==> src/rtl/hwm_pkg.sv <==
package hwm_pkg;
    localparam int BUS_W    = 32;
    localparam int HALF_W   = BUS_W / 2;
    localparam int LANES    = 4;
    localparam int TDATA_W  = 8;
    localparam int NUM_CTRL = 3;

    // word indices
    localparam int OFF_LANE = 0;
    localparam int OFF_TEST = 1;
    localparam int OFF_TURN = 2;
    localparam int OFF_STAT = 3;

    // bit positions inside the test word
    localparam int TEN_BIT  = TDATA_W;
    localparam int TCLK_BIT = TDATA_W + 1;
    localparam int TCLR_BIT = TDATA_W + 2;

    typedef enum logic {
        RD_IDLE = 1'b0,
        RD_DONE = 1'b1
    } rd_state_e;

    // reset image of each control word: test clock idles high
    function automatic logic [HALF_W-1:0] ctrl_reset(input int idx);
        return (idx == OFF_TEST) ? (HALF_W'(1) << TCLK_BIT) : '0;
    endfunction
endpackage

==> src/rtl/hwm_mreg.sv <==
module hwm_mreg #(
    parameter int             W   = 16,
    parameter logic [W-1:0]   RST = '0
) (
    input  logic         clk,
    input  logic         rst_n,
    input  logic         we,
    input  logic [W-1:0] wdata,
    input  logic [W-1:0] wmask,
    output logic [W-1:0] q
);
    always_ff @(posedge clk or negedge rst_n) begin
        if (!rst_n) begin
            q <= RST;
        end else if (we) begin
            q <= (q & ~wmask) | (wdata & wmask);
        end
    end
endmodule

==> src/rtl/hwm_decode.sv <==
module hwm_decode #(
    parameter int ADDR_W   = 4,
    parameter int NUM_CTRL = 3,
    parameter int STAT_OFF = 3
) (
    input  logic [ADDR_W-1:0]   addr,
    output logic [NUM_CTRL-1:0] sel,
    output logic                stat_hit
);
    for (genvar i = 0; i < NUM_CTRL; i++) begin : g_sel
        assign sel[i] = (addr == ADDR_W'(i));
    end
    assign stat_hit = (addr == ADDR_W'(STAT_OFF));
endmodule

==> src/rtl/hwm_rdmux.sv <==
module hwm_rdmux #(
    parameter int NUM_CTRL = 3,
    parameter int HALF_W   = 16,
    parameter int BUS_W    = 32,
    parameter int TD_W     = 8
) (
    input  logic [NUM_CTRL-1:0]        sel,
    input  logic                       stat_hit,
    input  logic [NUM_CTRL*HALF_W-1:0] regs_flat,
    input  logic [TD_W-1:0]            status,
    output logic [BUS_W-1:0]           rdata
);
    always_comb begin
        rdata = '0;
        for (int i = 0; i < NUM_CTRL; i++) begin
            if (sel[i]) rdata = BUS_W'(regs_flat[i*HALF_W +: HALF_W]);
        end
        if (stat_hit) rdata = BUS_W'(status);
    end
endmodule

==> src/rtl/hwm_ctrl_bank.sv <==
module hwm_ctrl_bank
    import hwm_pkg::*;
#(
    parameter int ADDR_W = 4
) (
    input  logic               clk,
    input  logic               rst_n,
    input  logic               wr_en,
    input  logic               rd_en,
    input  logic [ADDR_W-1:0]  addr,
    input  logic [BUS_W-1:0]   wr_data,
    input  logic [TDATA_W-1:0] test_dout_i,
    output logic [BUS_W-1:0]   rd_data,
    output logic               rd_valid,
    output logic [LANES-1:0]   lane_en_o,
    output logic [LANES-1:0]   force_rx_o,
    output logic [LANES-1:0]   force_stop_o,
    output logic [LANES-1:0]   turn_dis_o,
    output logic [LANES-1:0]   turn_req_o,
    output logic [TDATA_W-1:0] test_din_o,
    output logic               test_en_o,
    output logic               test_clk_o,
    output logic               test_clr_o
);
    localparam int LANE_BASE = OFF_LANE * HALF_W;
    localparam int TEST_BASE = OFF_TEST * HALF_W;
    localparam int TURN_BASE = OFF_TURN * HALF_W;

    logic [NUM_CTRL-1:0]        sel;
    logic                       stat_hit;
    logic [NUM_CTRL*HALF_W-1:0] regs_flat;
    logic [BUS_W-1:0]           rdata_c;
    logic [HALF_W-1:0]          wmask;
    logic [HALF_W-1:0]          wval;

    rd_state_e rd_state, rd_state_nxt;

    assign wmask = wr_data[BUS_W-1:HALF_W];
    assign wval  = wr_data[HALF_W-1:0];

    hwm_decode #(
        .ADDR_W   (ADDR_W),
        .NUM_CTRL (NUM_CTRL),
        .STAT_OFF (OFF_STAT)
    ) u_dec (
        .addr     (addr),
        .sel      (sel),
        .stat_hit (stat_hit)
    );

    for (genvar i = 0; i < NUM_CTRL; i++) begin : g_word
        hwm_mreg #(
            .W   (HALF_W),
            .RST (ctrl_reset(i))
        ) u_word (
            .clk   (clk),
            .rst_n (rst_n),
            .we    (wr_en && sel[i]),
            .wdata (wval),
            .wmask (wmask),
            .q     (regs_flat[i*HALF_W +: HALF_W])
        );
    end

    hwm_rdmux #(
        .NUM_CTRL (NUM_CTRL),
        .HALF_W   (HALF_W),
        .BUS_W    (BUS_W),
        .TD_W     (TDATA_W)
    ) u_rmux (
        .sel       (sel),
        .stat_hit  (stat_hit),
        .regs_flat (regs_flat),
        .status    (test_dout_i),
        .rdata     (rdata_c)
    );

    // read port: next-state logic
    always_comb begin
        unique case (rd_state)
            RD_IDLE: rd_state_nxt = rd_en ? RD_DONE : RD_IDLE;
            RD_DONE: rd_state_nxt = rd_en ? RD_DONE : RD_IDLE;
            default: rd_state_nxt = RD_IDLE;
        endcase
    end

    // read port: state register
    always_ff @(posedge clk or negedge rst_n) begin
        if (!rst_n) rd_state <= RD_IDLE;
        else        rd_state <= rd_state_nxt;
    end

    // read port: outputs
    always_ff @(posedge clk or negedge rst_n) begin
        if (!rst_n) rd_data <= '0;
        else        rd_data <= rd_en ? rdata_c : '0;
    end
    assign rd_valid = (rd_state == RD_DONE);

    // pin fan-out
    assign lane_en_o    = regs_flat[LANE_BASE + 0*LANES +: LANES];
    assign force_rx_o   = regs_flat[LANE_BASE + 1*LANES +: LANES];
    assign force_stop_o = regs_flat[LANE_BASE + 2*LANES +: LANES];
    assign turn_dis_o   = regs_flat[LANE_BASE + 3*LANES +: LANES];
    assign turn_req_o   = regs_flat[TURN_BASE +: LANES];
    assign test_din_o   = regs_flat[TEST_BASE +: TDATA_W];
    assign test_en_o    = regs_flat[TEST_BASE + TEN_BIT];
    assign test_clk_o   = regs_flat[TEST_BASE + TCLK_BIT];
    assign test_clr_o   = regs_flat[TEST_BASE + TCLR_BIT];
endmodule

==> config.mk <==
export PLATFORM = sky130hd
export DESIGN_NAME = hwm_ctrl_bank
export DESIGN_NICKNAME = d
export VERILOG_FILES = /design/src/rtl/hwm_pkg.sv /design/src/rtl/hwm_mreg.sv /design/src/rtl/hwm_decode.sv /design/src/rtl/hwm_rdmux.sv /design/src/rtl/hwm_ctrl_bank.sv
export SDC_FILE = /design/constraint.sdc
export NUM_CORES = 1
export LEC_CHECK = 0
export BUFFER_PORTS_ARGS = -buffer_cell sky130_fd_sc_hd__buf_2
export CELL_PAD_IN_SITES_DETAIL_PLACEMENT = 1
export CELL_PAD_IN_SITES_GLOBAL_PLACEMENT = 2
export CORE_MARGIN = 4
export CORE_UTILIZATION = 36
export DETAILED_ROUTE_END_ITERATION = 8
export MAX_ROUTING_LAYER = met4
export PLACE_DENSITY_LB_ADDON = 0.1
export SLEW_MARGIN = 0
export SYNTH_ARGS = -nofsm -noshare
export SYNTH_HDL_FRONTEND = slang
export SYNTH_HIERARCHICAL = 1
export SYNTH_SLANG_ARGS = --single-unit
==> constraint.sdc <==
create_clock -name clk -period 2.6 [get_ports clk]
set_input_delay 0.65 -clock clk [delete_from_list [all_inputs] [get_ports clk]]
set_output_delay 0.65 -clock clk [all_outputs]
set_load 0.01 [all_outputs]
**After elaboration in Yosys (flattened, before gate mapping)**

Index checks and enable logic that the tools add are counted.

- Equal/unequal tests: 3
- Bitwise logic cells: 8
- Reduce and logical (&&, ||, !) cells: 4
- Mux-type cells: 6

Operators by type and width:

| cell | count |
|---|---|
| bitwise AND 16 bit | 4 |
| two-way mux 16 bit | 4 |
| bitwise OR 16 bit | 3 |
| two-way mux 32 bit | 1 |
| inverter 16 bit | 1 |
| == test 4 x 2 -> 1 bit, second input constant | 2 |
| == test 4 x 1 -> 1 bit, second input constant | 1 |
| logical NOT 4 bit | 1 |
| logical AND 1 bit | 3 |
| two-way mux 1 bit | 1 |

- Logic and storage cells: 26
- Register bits after elaboration: 81
- Bits of input ports: 48
- Output and inout port bits: 64

**Longest topological paths before layout**

- Depth in word-level cells: 6
- Gate-level depth with buffers: 8
- Gate-level depth less buffers: 5

**Hierarchy**

Netlist, hierarchy kept.

By module, submodules not included:

| module | area an instance (um^2) | times used | cells an instance | sequential area each (um^2) |
|---|---|---|---|---|
| hwm_mreg at g_word[0].u_word ... | 700.7 | 2 | 50 | 400.4 |
| hwm_ctrl_bank | 1099.8 | 1 | 71 | 825.8 |
| hwm_mreg at g_word[1].u_word | 701.9 | 1 | 50 | 401.6 |
| hwm_rdmux | 536.8 | 1 | 77 | 0.0 |
| hwm_decode | 36.3 | 1 | 4 | 0.0 |

**Worst setup path after synthesis**

OpenSTA, ideal clock, no wires.

- Kind: input to register
- Start: in addr[1]
- End: reg rd_data[13]
- Stages: 8
- Data arrival time: 1.955 ns
- Path slack: 0.525 ns
- Library setup time: 0.120 ns
- Required time: 2.480 ns
- Buffers on the path: 3
- Cell sequence: nor4b_1 > buf_6 > nor2b_2 > buf_6 > buf_6 > a221oi_2 > nor3_2 > and2_2

- Cells in the longest elaborated chain, start to end: 6
- Elaborated cells on any way between the ends: 9
- Classes of those cells: eq/ne (3); mux (5); reduce/logical (1)

RTL lines:

| item | RTL line | source |
|---|---|---|
| from (decl) | hwm_ctrl_bank.sv:10 | `input logic [ADDR_W-1:0] addr,` |
| logical NOT 4 bit | hwm_decode.sv:11 | `assign sel[i] = (addr == ADDR_W'(i));` |
| two-way mux 16 bit (3 in a row) | hwm_rdmux.sv:16 | `if (sel[i]) rdata = BUS_W'(regs_flat[i*HALF_W +: HALF_W]);` |
| two-way mux 16 bit * | hwm_rdmux.sv:18 | `if (stat_hit) rdata = BUS_W'(status);` |
| net rdata_c[13] | hwm_ctrl_bank.sv:32 | `logic [BUS_W-1:0] rdata_c;` |
| two-way mux 32 bit * | hwm_ctrl_bank.sv:96 | `else rd_data <= rd_en ? rdata_c : '0;` |
| to (signal assigned) | hwm_ctrl_bank.sv:96 |  |
| to (decl) | hwm_ctrl_bank.sv:13 | `output logic [BUS_W-1:0] rd_data,` |

Mark *: on every way through the listed nets, which the timed path passes. The rest lies on a longest branch.
A chain may end at the register's enable or synchronous reset.

==> results.py <==
metrics = {
    "status": {
        "status": "complete, no violations",
    },
    "placement": {
        "port_buffers": 111,
        "dpl.hpwl_mm": 6.99,
        "dp.cells": 543,
        "gp_congestion": 0.774,
    },
    "cts": {
        "cts_sinks": 81,
        "cts_root_buffer": "clkbuf_8",
        "insertion_delay_ns": 0.34,
        "cts_max_level": 3,
        "cts_tree": "built",
        "cts_made_buffers": 9,
        "cts_setup_buffers": 0,
        "cts_buffer_depth": 2,
        "clk_pin_slew_ns": 0.08,
        "cts-resized-gates": 0,
        "ctsHoldBuffers": 0,
    },
    "final_layout": {
        "seq_area_sq_mm": 0.00203,
        "postLayoutCoreUtil_pct": 44.7,
        "antennaDiodeCount": 0,
        "fillers": 1195,
        "syn2layout_area_growth_pct": 21.8,
        "nNetsFinal": 466,
        "drive_above_1_share_pct": 53.7,
        "finalNonFillerCells": 557,
        "multi_input_comb_area_sq_mm": 0.00155,
    },
    "worst_hold_path": {
        "hold_path_class": "in2async",
    },
    "global_routing": {
        "grt_pass1_vias": 2907,
        "grt_overflow": 0,
        "grtUsageMet1_pct": 21.3,
        "gr-usage-met3_pct": 3.29,
        "grt_util_met2_pct": 26.3,
        "grt_pass1_wl_mm": 15.7,
        "grt-busiest-layer": "met2",
        "grt_max_degree": 56,
        "antenna_found_initial": 0,
        "grtUsageTotal_pct": 16.7,
    },
    "logic_synthesis": {
        "yosysSeqAreaShare_pct": 53.7,
        "syn_area_sq_mm": 0.00378,
        "synth_area_per_cell_sq_um": 12.5,
        "synthCells": 302,
        "yosys_warnings": 6,
        "ys_types": 28,
        "synth_seq_cells": 81,
    },
    "critical_path": {
        "worstPathMaxFanout": 19,
        "ff2ff_path_depth": 3,
        "worstSetupStartpointType": "primary input",
        "critPathArrivalTime_ns": 2.06,
        "crit_type": "in2reg",
        "crit_required_ns": 2.83,
        "crit_top_cell": "buf_4",
        "crit_chain": "buf_2 -> nor4b_2 -> buf_4 -> and2_1 -> buf_4 -> nand2_1 -> mux2_4",
        "cpPeakStageDelay_ns": 0.30,
        "critPathCaptureType": "flip-flop",
        "crit_slowest_cell": "mux2_4",
    },
    "timing": {
        "skew_ns": 0.00419,
        "max_freq_ghz": 0.549,
        "tns_ns": 0,
        "tightestPinTransition_ns": 0.513,
        "hold_viol_final": 0,
        "maxSlewViolCount": 0,
        "max_slew_margin_pct": 65.8,
        "final.period_utilization_pct": 70.1,
        "rsz0062_at_grt": "false",
        "setup_viol": 0,
        "final.min_clock_period_ns": 1.82,
    },
    "drt": {
        "ant_nets": 0,
        "wl_per_cell_microns": 17.2,
        "vias": 2640,
        "viasPerCell": 4.74,
        "dr.pass1.iters": 4,
        "drc_errors": 0,
        "wl_mm": 9.60,
        "drt_iter0_markers": 68,
    },
    "power_and_ir_drop": {
        "ir_drop_mv": 0.281,
        "power_density_mw_per_mm2": 649,
        "leakagePower_nw": 2.38,
        "finalPower_mw": 2.98,
    },
    "flow_run": {
        "drv_cap": 0,
    },
    "die": {
        "io_pins": 112,
        "start_util_pct": 36.7,
        "row_count": 37,
        "coreArea_sq_mm": 0.0103,
        "die_x_microns": 110,
        "dieArea_sq_mm": 0.0122,
        "die_h_microns": 110,
    },
}
## cell usage in the layout, fill, tap and decap left out
cell type / synthesis / layout
nor2_1: 1 / 1
nor3_2: 2 / 2
a22oi_1: 8 / 8
buf_4: 16 / 12
dfstp_2: 1 / 1
and4bb_2: 1 / 1
inv_1: 1 / 1
clkinv_2: 0 / 3
nor3_1: 6 / 6
nand2_1: 48 / 48
bufinv_16: 0 / 1
nor4_1: 1 / 1
nor2b_2: 1 / 1
nand2b_1: 1 / 1
a21oi_1: 8 / 8
dfrtp_1: 80 / 80
and2_2: 32 / 32
buf_12: 0 / 1
buf_2: 3 / 110
nor2b_1: 8 / 8
clkbuf_8: 0 / 10
nor4b_2: 0 / 2
mux2_4: 30 / 30
o22ai_1: 8 / 8
mux2_2: 18 / 18
a221oi_2: 2 / 2
conb_1: 1 / 16
and2_1: 3 / 3
a221oi_1: 6 / 6
## power breakdown
group          switching, mW  total (mW)  internal, mW
clock network          0.432       0.887         0.455
logic                  0.243       0.546         0.303
registers              0.123        1.55          1.43
## metrics by stage
step / cell area, sq um / hold slack, ns / setup WS [ns]
after floorplan: 3830 / 0.354 / 0.525
after global placement: 4420 / 0.491 / 0.438
after detailed placement: 4420 / 0.495 / 0.397
after CTS: 4600 / 0.212 / 0.783
after global routing: 4600 / 0.229 / 0.685
final: 4600 / 0.220 / 0.777
## per-layer routing
layer | vias to the layer above | part of all wire (%)
met5 | - | 0
met4 | 0 | 1.7
met3 | 13 | 4.8
met2 | 88 | 47
met1 | 1312 | 46
li1 | 1227 | -
## path summary, 6_finish.rpt
path                                               to  startpoint  slack [ns]
min                             rd_data[16]$_DFF_PN0_       rst_n        0.22
max in group asynchronous  asynchronous set/reset pin       rst_n        1.77
min reg2reg                                 flip-flop   flip-flop        0.51
max reg2reg                     rd_data[10]$_DFF_PN0_   flip-flop        1.48
max                                         flip-flop     addr[0]        0.78
min in group clk                            flip-flop   flip-flop        0.51
## cells by family (layout without fill, tap and decap cells)
group           after synthesis  in the layout  share of synthesized area, %
simple gates                106            106                          15.7
flops                        81             81                          53.7
mux                          48             48                          17.3
buf+inv                      34            138                          6.99
compound gates               32             32                          6.16
other cells                   1             16                        0.0993
## cell type report
class	instances	share of cell area [%]
timing repair buffer	123	14.4
clock inverter	4	0.980
sequential	81	44.1
multi-input combinational	202	33.8
inverter	1	0.0816
tap	136	3.70
clock buffer	10	2.99
## worst max-delay path: cells and delay by family
kind	cells	cell delay (ns)
simple gates	3	0.52
mux	1	0.30
buf+inv	3	0.57
## cell usage after synthesis, drive strengths merged
library cell | instances | area, sq um
a21oi | 8 | 40.0
a221oi | 8 | 82.6
a22oi | 8 | 60.1
and2 | 35 | 259
and4bb | 1 | 12.5
buf | 28 | 236
clkbuf | 5 | 23.8
conb | 1 | 3.75
dfrtp | 80 | 2000
dfstp | 1 | 26.3
inv | 1 | 3.75
mux2 | 48 | 653
nand2 | 48 | 180
nand2b | 1 | 6.26
nor2 | 1 | 3.75
nor2b | 9 | 58.8
nor3 | 8 | 50.1
nor4 | 1 | 6.26
nor4b | 2 | 17.5
o22ai | 8 | 50.1
No activity file was read; power rests on OpenSTA's default activity.
